<file path="src/rtl/wrap_timer_pkg.sv">
// Package: shared address map and control-bit positions for the wrap timer.
// Assumes an 8-bit control/status register; bit positions are fixed by the map.
package wrap_timer_pkg;
    localparam int AW = 2;

    typedef enum logic [AW-1:0] {
        ADR_CTRL = 2'd0,
        ADR_MOD  = 2'd1,
        ADR_CNT  = 2'd2,
        ADR_NONE = 2'd3
    } wt_addr_e;

    // Control/status bit positions
    localparam int B_FLAG = 7;
    localparam int B_IE   = 6;
    localparam int B_RST  = 5;
    localparam int B_STOP = 4;
    localparam int B_HI   = 4;   // lowest control bit carrying a field
endpackage

</file>
<file path="src/rtl/wrap_timer_decode.sv">
// Module: turns the bus strobes and address into per-register access pulses.
// Assumes single-cycle strobes; the counter address produces no write pulse.
module wrap_timer_decode
    import wrap_timer_pkg::*;
(
    input  logic [AW-1:0] addr,
    input  logic          wr_en,
    input  logic          rd_en,
    output logic          ctrl_wr,
    output logic          ctrl_rd,
    output logic          mod_wr
);
    // Purpose: decode address into access strobes
    always_comb begin
        ctrl_wr = wr_en && (wt_addr_e'(addr) == ADR_CTRL);
        ctrl_rd = rd_en && (wt_addr_e'(addr) == ADR_CTRL);
        mod_wr  = wr_en && (wt_addr_e'(addr) == ADR_MOD);
    end
endmodule

</file>
<file path="src/rtl/wrap_timer_count.sv">
// Module: modulo register and the up-counter that wraps after matching it.
// Assumes adv already folds in tick and the run state; clr has priority.
module wrap_timer_count #(
    parameter int DW = 8
) (
    input  logic          clk,
    input  logic          rst_n,
    input  logic          adv,
    input  logic          clr,
    input  logic          mod_wr,
    input  logic [DW-1:0] wdata,
    output logic [DW-1:0] cnt,
    output logic [DW-1:0] modv,
    output logic          wrap
);
    logic hit;

    // Purpose: detect the match that ends a count period
    always_comb begin
        hit  = (cnt == modv);
        wrap = adv && hit && !clr;
    end

    // Purpose: hold the software-programmed modulo value
    always_ff @(posedge clk) begin
        if (!rst_n)
            modv <= '0;
        else if (mod_wr)
            modv <= wdata;
    end

    // Purpose: advance, wrap or force the counter to zero
    always_ff @(posedge clk) begin
        if (!rst_n)
            cnt <= '0;
        else if (clr)
            cnt <= '0;
        else if (adv)
            cnt <= hit ? '0 : cnt + 1'b1;
    end
endmodule

</file>
<file path="src/rtl/wrap_timer_status.sv">
// Module: overflow flag with its read-armed clear sequence, interrupt enable
// and stop bit. Assumes wd_hi carries control bits 7..4 of the write data.
module wrap_timer_status
    import wrap_timer_pkg::*;
(
    input  logic       clk,
    input  logic       rst_n,
    input  logic       ctrl_wr,
    input  logic       ctrl_rd,
    input  logic       mod_wr,
    input  logic [3:0] wd_hi,
    input  logic       wrap,
    output logic       flag,
    output logic       ie,
    output logic       stop,
    output logic       clr
);
    logic armed;
    logic drop;

    // Purpose: form the counter-reset request and the flag-clear condition
    always_comb begin
        clr  = ctrl_wr && wd_hi[B_RST - B_HI];
        drop = clr || mod_wr ||
               (ctrl_wr && armed && !wd_hi[B_FLAG - B_HI]);
    end

    // Purpose: overflow flag, where setting beats every clear source
    always_ff @(posedge clk) begin
        if (!rst_n)
            flag <= 1'b0;
        else if (wrap)
            flag <= 1'b1;
        else if (drop)
            flag <= 1'b0;
    end

    // Purpose: remember a status read taken while the flag was up
    always_ff @(posedge clk) begin
        if (!rst_n)
            armed <= 1'b0;
        else if (ctrl_wr || mod_wr)
            armed <= 1'b0;
        else if (ctrl_rd && flag)
            armed <= 1'b1;
    end

    // Purpose: software-writable enable and stop bits; stop leaves reset set
    always_ff @(posedge clk) begin
        if (!rst_n) begin
            ie   <= 1'b0;
            stop <= 1'b1;
        end else if (ctrl_wr) begin
            ie   <= wd_hi[B_IE - B_HI];
            stop <= wd_hi[B_STOP - B_HI];
        end
    end
endmodule

</file>
<file path="src/rtl/wrap_timer.sv">
// Module: top of the wrap timer, tying decode, counter and status together and
// producing the read data mux and the level interrupt. Assumes a synchronous bus.
module wrap_timer
    import wrap_timer_pkg::*;
#(
    parameter int DW = 8
) (
    input  logic          clk,
    input  logic          rst_n,
    input  logic          tick,
    input  logic [AW-1:0] addr,
    input  logic          wr_en,
    input  logic          rd_en,
    input  logic [DW-1:0] wdata,
    output logic [DW-1:0] rdata,
    output logic          irq
);
    logic          ctrl_wr, ctrl_rd, mod_wr;
    logic          flag_q, ie_q, stop_q, clr;
    logic          adv, wrap;
    logic [DW-1:0] cnt_q, mod_q;
    logic [DW-1:0] ctrl_view;

    wrap_timer_decode u_dec (
        .addr    (addr),
        .wr_en   (wr_en),
        .rd_en   (rd_en),
        .ctrl_wr (ctrl_wr),
        .ctrl_rd (ctrl_rd),
        .mod_wr  (mod_wr)
    );

    wrap_timer_status u_stat (
        .clk     (clk),
        .rst_n   (rst_n),
        .ctrl_wr (ctrl_wr),
        .ctrl_rd (ctrl_rd),
        .mod_wr  (mod_wr),
        .wd_hi   (wdata[B_FLAG:B_HI]),
        .wrap    (wrap),
        .flag    (flag_q),
        .ie      (ie_q),
        .stop    (stop_q),
        .clr     (clr)
    );

    // Purpose: count only on ticks while running
    always_comb adv = tick && !stop_q;

    wrap_timer_count #(.DW(DW)) u_cnt (
        .clk    (clk),
        .rst_n  (rst_n),
        .adv    (adv),
        .clr    (clr),
        .mod_wr (mod_wr),
        .wdata  (wdata),
        .cnt    (cnt_q),
        .modv   (mod_q),
        .wrap   (wrap)
    );

    // Purpose: assemble the control/status view with zeros in unused bits
    always_comb begin
        ctrl_view         = '0;
        ctrl_view[B_FLAG] = flag_q;
        ctrl_view[B_IE]   = ie_q;
        ctrl_view[B_STOP] = stop_q;
    end

    // Purpose: read mux and level interrupt
    always_comb begin
        case (wt_addr_e'(addr))
            ADR_CTRL: rdata = ctrl_view;
            ADR_MOD:  rdata = mod_q;
            ADR_CNT:  rdata = cnt_q;
            default:  rdata = '0;
        endcase
        irq = flag_q && ie_q;
    end
endmodule

</file>
<file path="config.mk">
export PLATFORM = sky130hd
export DESIGN_NAME = wrap_timer
export DESIGN_NICKNAME = d
export VERILOG_FILES = /design/src/rtl/wrap_timer_pkg.sv /design/src/rtl/wrap_timer_decode.sv /design/src/rtl/wrap_timer_count.sv /design/src/rtl/wrap_timer_status.sv /design/src/rtl/wrap_timer.sv
export SDC_FILE = /design/constraint.sdc
export NUM_CORES = 1
export LEC_CHECK = 0
export ABC_AREA = 1
export BUFFER_PORTS_ARGS = -buffer_cell sky130_fd_sc_hd__clkbuf_2
export CORE_MARGIN = 1
export CORE_UTILIZATION = 53
export DETAILED_ROUTE_END_ITERATION = 10
export GPL_TIMING_DRIVEN = 0
export PLACE_DENSITY_LB_ADDON = 0.08
export SLEW_MARGIN = 5
export SYNTH_ARGS = -nofsm -noshare
export SYNTH_HDL_FRONTEND = slang
export SYNTH_SLANG_ARGS = --single-unit
</file>
<file path="constraint.sdc">
create_clock -name clk -period 1.2 [get_ports clk]
set_input_delay 0.24 -clock clk [delete_from_list [all_inputs] [get_ports clk]]
set_output_delay 0.24 -clock clk [all_outputs]
set_load 0.05 [all_outputs]
</file>
==> impl_metrics.json, run 1 <==
{
  "grt_pass1_wl_microns": 6147,
  "rows": 16,
  "hpwl_microns": 2262,
  "route.detailed.drc": 0,
  "insertion_delay_ns": 0.31,
  "dpl_worst_slack_ns": -0.2845,
  "skew_ns": 0.01107,
  "cp_num_cells": 8,
  "async_flop_share_pct": 0,
  "post_dp_cell_area_sq_mm": 0.001426,
  "grt_max_degree": 11,
  "cp-endpoint": "u_cnt.cnt[4]",
  "syn_nets": 188,
  "n_antenna_cell": 0,
  "path_clk_slew_ns": 0.12,
  "io_pins": 24,
  "fin_crit_sh_pct": 116.3,
  "antenna_found_initial": 0,
  "synth_cell_types": 25,
  "p_seq_share_pct": 49.0,
  "vdd_drop_max_v": 0.0007444,
  "antenna_left": 0,
  "swShare_pct": 33.65,
  "cts_buffers": 3,
  "crit_required_ns": 1.40,
  "p_sw_uw": 479.7,
  "die_h_microns": 48.55,
  "htree_levels": 1,
  "fin_nets": 239,
  "worst_r2r_endpoint": "u_cnt.cnt[4]",
  "final_hold_viol_count": 0,
  "layout-drive-gt1-share_pct": 57.01,
  "syn_inst": 172,
  "gp_congestion": 0.8310,
  "cp_top_family": "simple AND/OR/NAND/NOR gates",
  "path_max_fanout": 3,
  "drt-total-wl_microns": 5224,
  "fmax_mhz": 716.6,
  "synth_warnings": 0,
  "finalPower_mw": 1.426,
  "ys_seq_area_share_pct": 34.86,
  "maxSlewViolCount": 0,
  "numPlacedInstances": 222,
  "ys_seq_elements": 20,
  "rr_worst_depth": 8,
  "fin_util_pct": 95.06,
  "cts_sinks": 20,
  "grt_overflow": 0,
  "r2r_slack_ns": -0.20,
  "arrival_ns": 1.59,
  "cts_buffer_depth": 2,
  "via_count": 1582,
  "reg2reg_from": "u_cnt.modv[3]",
  "power_frac_comb_pct": 28.3,
  "synth_flop_cell": "dfxtp_1",
  "portBuffers": 23,
  "power.density_mw_per_mm2": 749.1,
  "slowest_stage": "dfxtp_2",
  "min_period_ns": 1.395,
  "core_area_sq_mm": 0.002002,
  "synth-edff-count": 0,
  "clockPowerShare_pct": 22.7,
  "maxCapViolations": 0,
  "synth_area_sq_mm": 0.001149,
  "holdBufCountCts": 0,
  "cp-start-kind": "register",
  "setup_slack_ns": -0.1954,
  "max-slew-margin-rel_pct": 74.96,
  "critical-path-max-stage-delay_ns": 0.36,
  "leakagePower_nw": 0.7751,
  "syn_area_per_cell_sq_um": 6.678,
  "min_path_cells": 3,
  "design.die.area_sq_mm": 0.002357,
  "layout_common_cells": "nand2_1 (29), buf_4 (21), dfxtp_2 (15), inv_2 (14), nor2_1 (14)",
  "violations": "negative setup slack",
  "mostFrequentLayoutCell": "nand2_1",
  "multi_input_area_sq_um": 852.1,
  "wire_per_inst_microns": 21.06,
  "nFillCells": 54,
  "viasPerCell": 6.379,
  "crit_buf_inv": 2,
  "regArea_sq_um": 434.2,
  "holdWs_ns": 0.2106,
  "cp-end-kind": "register",
  "grt_pass1_vias": 1387,
  "cp-startpoint": "u_cnt.modv[3]",
  "syn2layout_area_growth_pct": 65.69,
  "cts_tree": "yes",
  "grt_use_total_pct": 34.22,
  "initialDrtViolationCount": 128,
  "fin_cells": 248,
  "setup_viol": 17,
  "criticalPathCategory": "reg -> reg",
  "root_buffer": "clkbuf_4",
  "rsz0062_at_grt": "true",
  "worstPathCellList": "inv_1 -> nand2_1 -> nand2_1 -> nor2_2 -> nand3_2 -> nor2_4 -> buf_4 -> nor3_1",
  "cp_common_cell": "nand2_1",
  "tns_ns": -2.499,
  "min_path_type": "in -> reg",
  "p_int_uw": 945.9,
  "final_area_sq_mm": 0.001903,
  "tightest_slew_ns": 0.3756,
  "initial_core_util_pct": 57.38,
  "die_x_microns": 48.55,
  "dr.pass1.iters": 5,
  "status": "finished with violations"
}
==> flip-flops by register name (all words and copies together), names as in the netlist <==
register and cells:
u_cnt.cnt 8, u_cnt.modv 8, u_stat.armed 1, u_stat.flag 1
u_stat.ie 1, u_stat.stop 1
==> kinds of logic after synthesis <==
group / share of synthesized area (%)
xor gates and xnor gates: 4.575
buffers and inverters: 11.44
AOI/OAI and AO/OA: 16.56
and+or+nand+nor: 31.48
adders and majority gates: 1.089
DFF: 34.86
==> repair_timing <==
action | in CTS | in global routing
pin swaps | 13 | 15
setup endpoints to repair | 15 | 18
gates resized for setup | 67 | 31
buffers inserted | 17 | 6
==> worst register-to-register path: cells and delay by family, from the launching register on <==
| kind | cells | cell delay (ns) |
|---|---|---|
| DFF | 1 | 0.36 |
| and+or+nand+nor | 6 | 0.66 |
| buffers and inverters | 2 | 0.27 |
==> area by class of cell <==
class | instances | share of cell area (%)
Buffer | 2 | 0.5917
Sequential cell | 20 | 22.81
Timing Repair Buffer | 46 | 21.50
Inverter | 32 | 7.364
Tap cell | 27 | 1.775
Multi-Input combinational cell | 118 | 44.77
Clock buffer | 3 | 1.183
==> cell usage after synthesis (5+ instances only) <==
master   number  area share [%]
nor2_2        5             2.7
o21ai_0      12             5.2
o22ai_1       5             2.7
nand3_1       5             2.2
inv_1        28             9.2
dfxtp_1      20              35
nand2_1      34              11
nor2_1       19             6.2
a21oi_1      10             4.4
==> worst min path at each step <==
stage                             from            end  slack [ns]
after floorplan               wdata[4]    u_stat.stop        0.37
after detailed placement  u_stat.armed   u_stat.armed        0.46
after global placement    u_stat.armed   u_stat.armed        0.44
final                         wdata[0]  u_cnt.modv[0]        0.21
after global routing             rd_en   u_stat.armed        0.20
after CTS                     wdata[4]    u_stat.stop        0.18
==> layer usage <==
metal | wire length [microns] | part of all wire, % | track usage [%] | vias to the layer above
li1 | - | - | - | 657
met1 | 1753 | 34 | 37.52 | 693
met2 | 2436 | 47 | 64.32 | 160
met3 | 552 | 11 | 6.918 | 72
met4 | 481 | 9.2 | 12.75 | 0
met5 | 0 | 0 | 0 | -
==> power groups by stage <==
stage	clock network, mW	logic [mW]	registers [mW]
global placement	0	0.260	0.713
finish	0.324	0.403	0.699
floorplan	0	0.201	0.710
global route	0.356	0.429	0.700
CTS	0.322	0.332	0.698
detailed placement	0	0.266	0.714
(Power assumes the default switching activity.)
==> run 2: changes to the inputs <==
- GPL_TIMING_DRIVEN: 0 -> not set
==> run 2 against run 1 <==
The run now fails in global routing (5_1_grt). Synthesized area is the same. Synthesized cell count is the same.
==> impl_metrics.json, run 2 <==
{
  "status": "aborted with a tool error",
  "stop_stage": "global routing (5_1_grt)",
  "firstError": "[ERROR DPL-0038] Utilization greater than 100%, impossible to legalize",
  "synth_cell_types": 25,
  "root_buffer": "clkbuf_4",
  "htree_levels": 1,
  "syn_inst": 172,
  "die_h_microns": 48.55,
  "gp_congestion": 0.9052,
  "worst_path_end_type": "sequential cell input",
  "crit_endpoint": "u_cnt.cnt[1]$_SDFFE_PP0P_/D",
  "synthMuxAreaShare_pct": 0,
  "synth_top_family_by_area": "simple AND/OR/NAND/NOR gates",
  "yosys.area_share.simple_pct": 31.48,
  "synth_xor_xnor_area_share_pct": 4.575,
  "rows": 16,
  "cts_sinks": 20,
  "yosysTopAreaCellShare_pct": 34.86,
  "die_x_microns": 48.55,
  "synth-edff-count": 0,
  "synth.largest_area_cell": "dfxtp_1",
  "cts_buffer_depth": 2,
  "numPlacedInstances": 243,
  "synth_warnings": 0,
  "synthTopCellsByCount": "nand2_1 (34), inv_1 (28), dfxtp_1 (20)",
  "ys_seq_area_share_pct": 34.86,
  "syn_area_per_cell_sq_um": 6.678,
  "syn_nets": 188,
  "synth-compound-area-share_pct": 16.56,
  "ys_seq_elements": 20,
  "synth-adder-area-share_pct": 1.089,
  "initial_core_util_pct": 57.38,
  "grt_max_degree": 12,
  "synth_area_sq_mm": 0.001149,
  "synthTopCellsByArea": "dfxtp_1 (35%), nand2_1 (11%), inv_1 (9.2%), nor2_1 (6.2%), o21ai_0 (5.2%)",
  "cts_buffers": 3,
  "yosysMostFrequentCell": "nand2_1",
  "hpwl_microns": 2566,
  "synth_flop_cell": "dfxtp_1",
  "async_flop_share_pct": 0,
  "io_pins": 24,
  "holdBufCountCts": 0,
  "portBuffers": 23
}
-- run 2: cell counts after synthesis --
Identical to the previous run, type by type.
-- run 2: what timing repair did --
action	CTS
resized for setup	81
endpoints found under the hold margin	0
endpoints found under the setup margin	16
pin swaps	12
buffers inserted	9
-- run 2: kinds of logic after synthesis --
group,after synthesis
and+or+nand+nor,78
buffers and inverters,34
AOI/OAI and AO/OA,33
DFF,20
xor gates and xnor gates,6
adders and majority gates,1
-- run 2: through the flow --
step	cell area (sq um)	setup WS, ns
after CTS	1929	-0.1678
after floorplan	1277	0.01206
after global placement	1588	-0.1940
after detailed placement	1588	-0.2330
==> run 3: changes to the inputs <==
- CORE_AREA: not set -> 2 2 63 65
- CORE_MARGIN: 1 -> not set
- CORE_UTILIZATION: 53 -> not set
- DIE_AREA: not set -> 0 0 65 67
- PLACE_DENSITY_LB_ADDON: 0.08 -> 0.15
==> run 3 against run 2 <==
The flow now finishes, with violations (negative setup slack).
==> impl_metrics.json, run 3 (synthesis results as in run 1) <==
{
  "syn2layout_area_growth_pct": 89.43,
  "io_pins": 24,
  "final_hold_viol_count": 0,
  "n_antenna_cell": 0,
  "criticalPathCategory": "reg -> out",
  "wire_per_inst_microns": 12.66,
  "path_max_fanout": 2,
  "vdd_drop_max_v": 0.0003657,
  "htree_levels": 1,
  "viasPerCell": 4.675,
  "slowest_stage": "dfxtp_2",
  "mostFrequentLayoutCell": "buf_4",
  "die_h_microns": 67,
  "gr-usage-met3_pct": 2.703,
  "core_area_sq_mm": 0.003606,
  "cts_sinks": 20,
  "top_regs": "u_cnt.cnt: 8 flops, u_cnt.modv: 8 flops",
  "setup_slack_ns": -0.1709,
  "cp-start-kind": "register",
  "gp_congestion": 0.8888,
  "portBuffers": 23,
  "design.die.area_sq_mm": 0.004355,
  "finalPower_mw": 1.587,
  "maxCapViolations": 0,
  "arrival_ns": 1.13,
  "nFillCells": 335,
  "setup_viol": 13,
  "path_clk_slew_ns": 0.07,
  "crit_required_ns": 0.96,
  "root_buffer": "clkbuf_8",
  "layout_common_cells": "buf_4 (38), nand2_1 (28), dfxtp_2 (17), nor2_1 (15), inv_1 (14)",
  "tightest_slew_ns": 0.2581,
  "max-slew-margin-rel_pct": 82.73,
  "fmax_mhz": 729.5,
  "fin_nets": 262,
  "antenna_found_initial": 0,
  "hpwl_microns": 2727,
  "initial_core_util_pct": 31.85,
  "layout-drive-gt1-share_pct": 60.66,
  "route.detailed.drc": 0,
  "grt_overflow": 0,
  "initialDrtViolationCount": 29,
  "leakagePower_nw": 0.9175,
  "maxSlewViolCount": 0,
  "insertion_delay_ns": 0.27,
  "busiest_layer": "met2",
  "grt_use_total_pct": 18.95,
  "cts_buffer_depth": 2,
  "rows": 22,
  "dr.pass1.iters": 4,
  "grt_pass1_wl_microns": 6106,
  "cp-end-kind": "output port",
  "holdBufCountCts": 0,
  "cts_tree": "yes",
  "power.density_mw_per_mm2": 729.4,
  "grtUsageMet1_pct": 21.64,
  "status": "finished with violations",
  "min_period_ns": 1.371,
  "use_met2_pct": 34.15,
  "grt_max_degree": 12,
  "grt_pass1_vias": 1382,
  "skew_ns": 0.002994,
  "fin_util_pct": 60.34,
  "die_x_microns": 65,
  "fin_crit_sh_pct": 114.2,
  "via_count": 1365,
  "worstPathCellList": "inv_2 -> buf_6 -> o221ai_4 -> buf_12",
  "drt-total-wl_microns": 3698,
  "antenna_left": 0,
  "violations": "negative setup slack",
  "min_path_type": "in -> reg",
  "cts_buffers": 3,
  "critical-path-max-stage-delay_ns": 0.34,
  "rsz0062_at_grt": "true"
}
==> run 3: cell type report <==
type,instances,area (sq um),area share [%]
well taps,48,60.06,2.760
clock buffers,3,41.29,1.898
multi-input cells,118,868.3,39.91
inverters,32,132.6,6.095
repair buffers,71,644.4,29.61
flip-flops and latches,20,429.2,19.72
==> run 3: stage by stage <==
step | instance area [sq um] | hold slack (ns) | setup TNS, ns | cells | worst slack (ns)
finish | 2176 | 0.2181 | -0.9107 | 292 | -0.1709
global route | 2176 | 0.2462 | -1.936 | 292 | -0.2199
CTS | 2061 | 0.2211 | -1.376 | 288 | -0.1895
detailed placement | 1739 | 0.4532 | -2.032 | 273 | -0.2084
global placement | 1739 | 0.4458 | -1.623 | 273 | -0.1659
floorplan | 1277 | 0.3704 | 0 | 172 | 0.01206
==> run 3: worst paths after layout <==
kind / slack (ns) / depth (start not counted) / from / endpoint
worst min register to register: 0.46 / 2 / u_stat.armed / u_stat.armed
worst max register to register: -0.03 / 7 / u_cnt.cnt[2] / u_cnt.cnt[7]
worst max-delay path: -0.17 / 4 / u_cnt.cnt[6] / rdata[6]
worst min-delay path: 0.22 / 3 / rd_en / u_stat.armed
==> run 3: where the power goes <==
group	switching, mW	leakage [nW]	internal, mW
sequential	0.0168	0.171	0.684
combinational	0.231	0.725	0.197
clock	0.233	0.0216	0.225
total	0.481	0.918	1.11
==> run 3: critical path: cells and delay by family, from the launching register on <==
kind                   cells  cell delay (ns)
buffers and inverters      3             0.32
AO/OA/AOI/OAI              1             0.21
flip-flops                 1             0.34
==> run 3: what timing repair did <==
action,4_1_cts,5_1_grt
hold endpoints to repair,0,0
resized for setup,66,27
endpoints found under the setup margin,17,18
pin swaps,13,13
buffers inserted,12,4
==> run 3: routing by layer <==
layer,wire (microns),share of wire [%]
met1,1503,41
met2,1976,53
met4,108,2.9
met3,110,3.0
met5,0,0
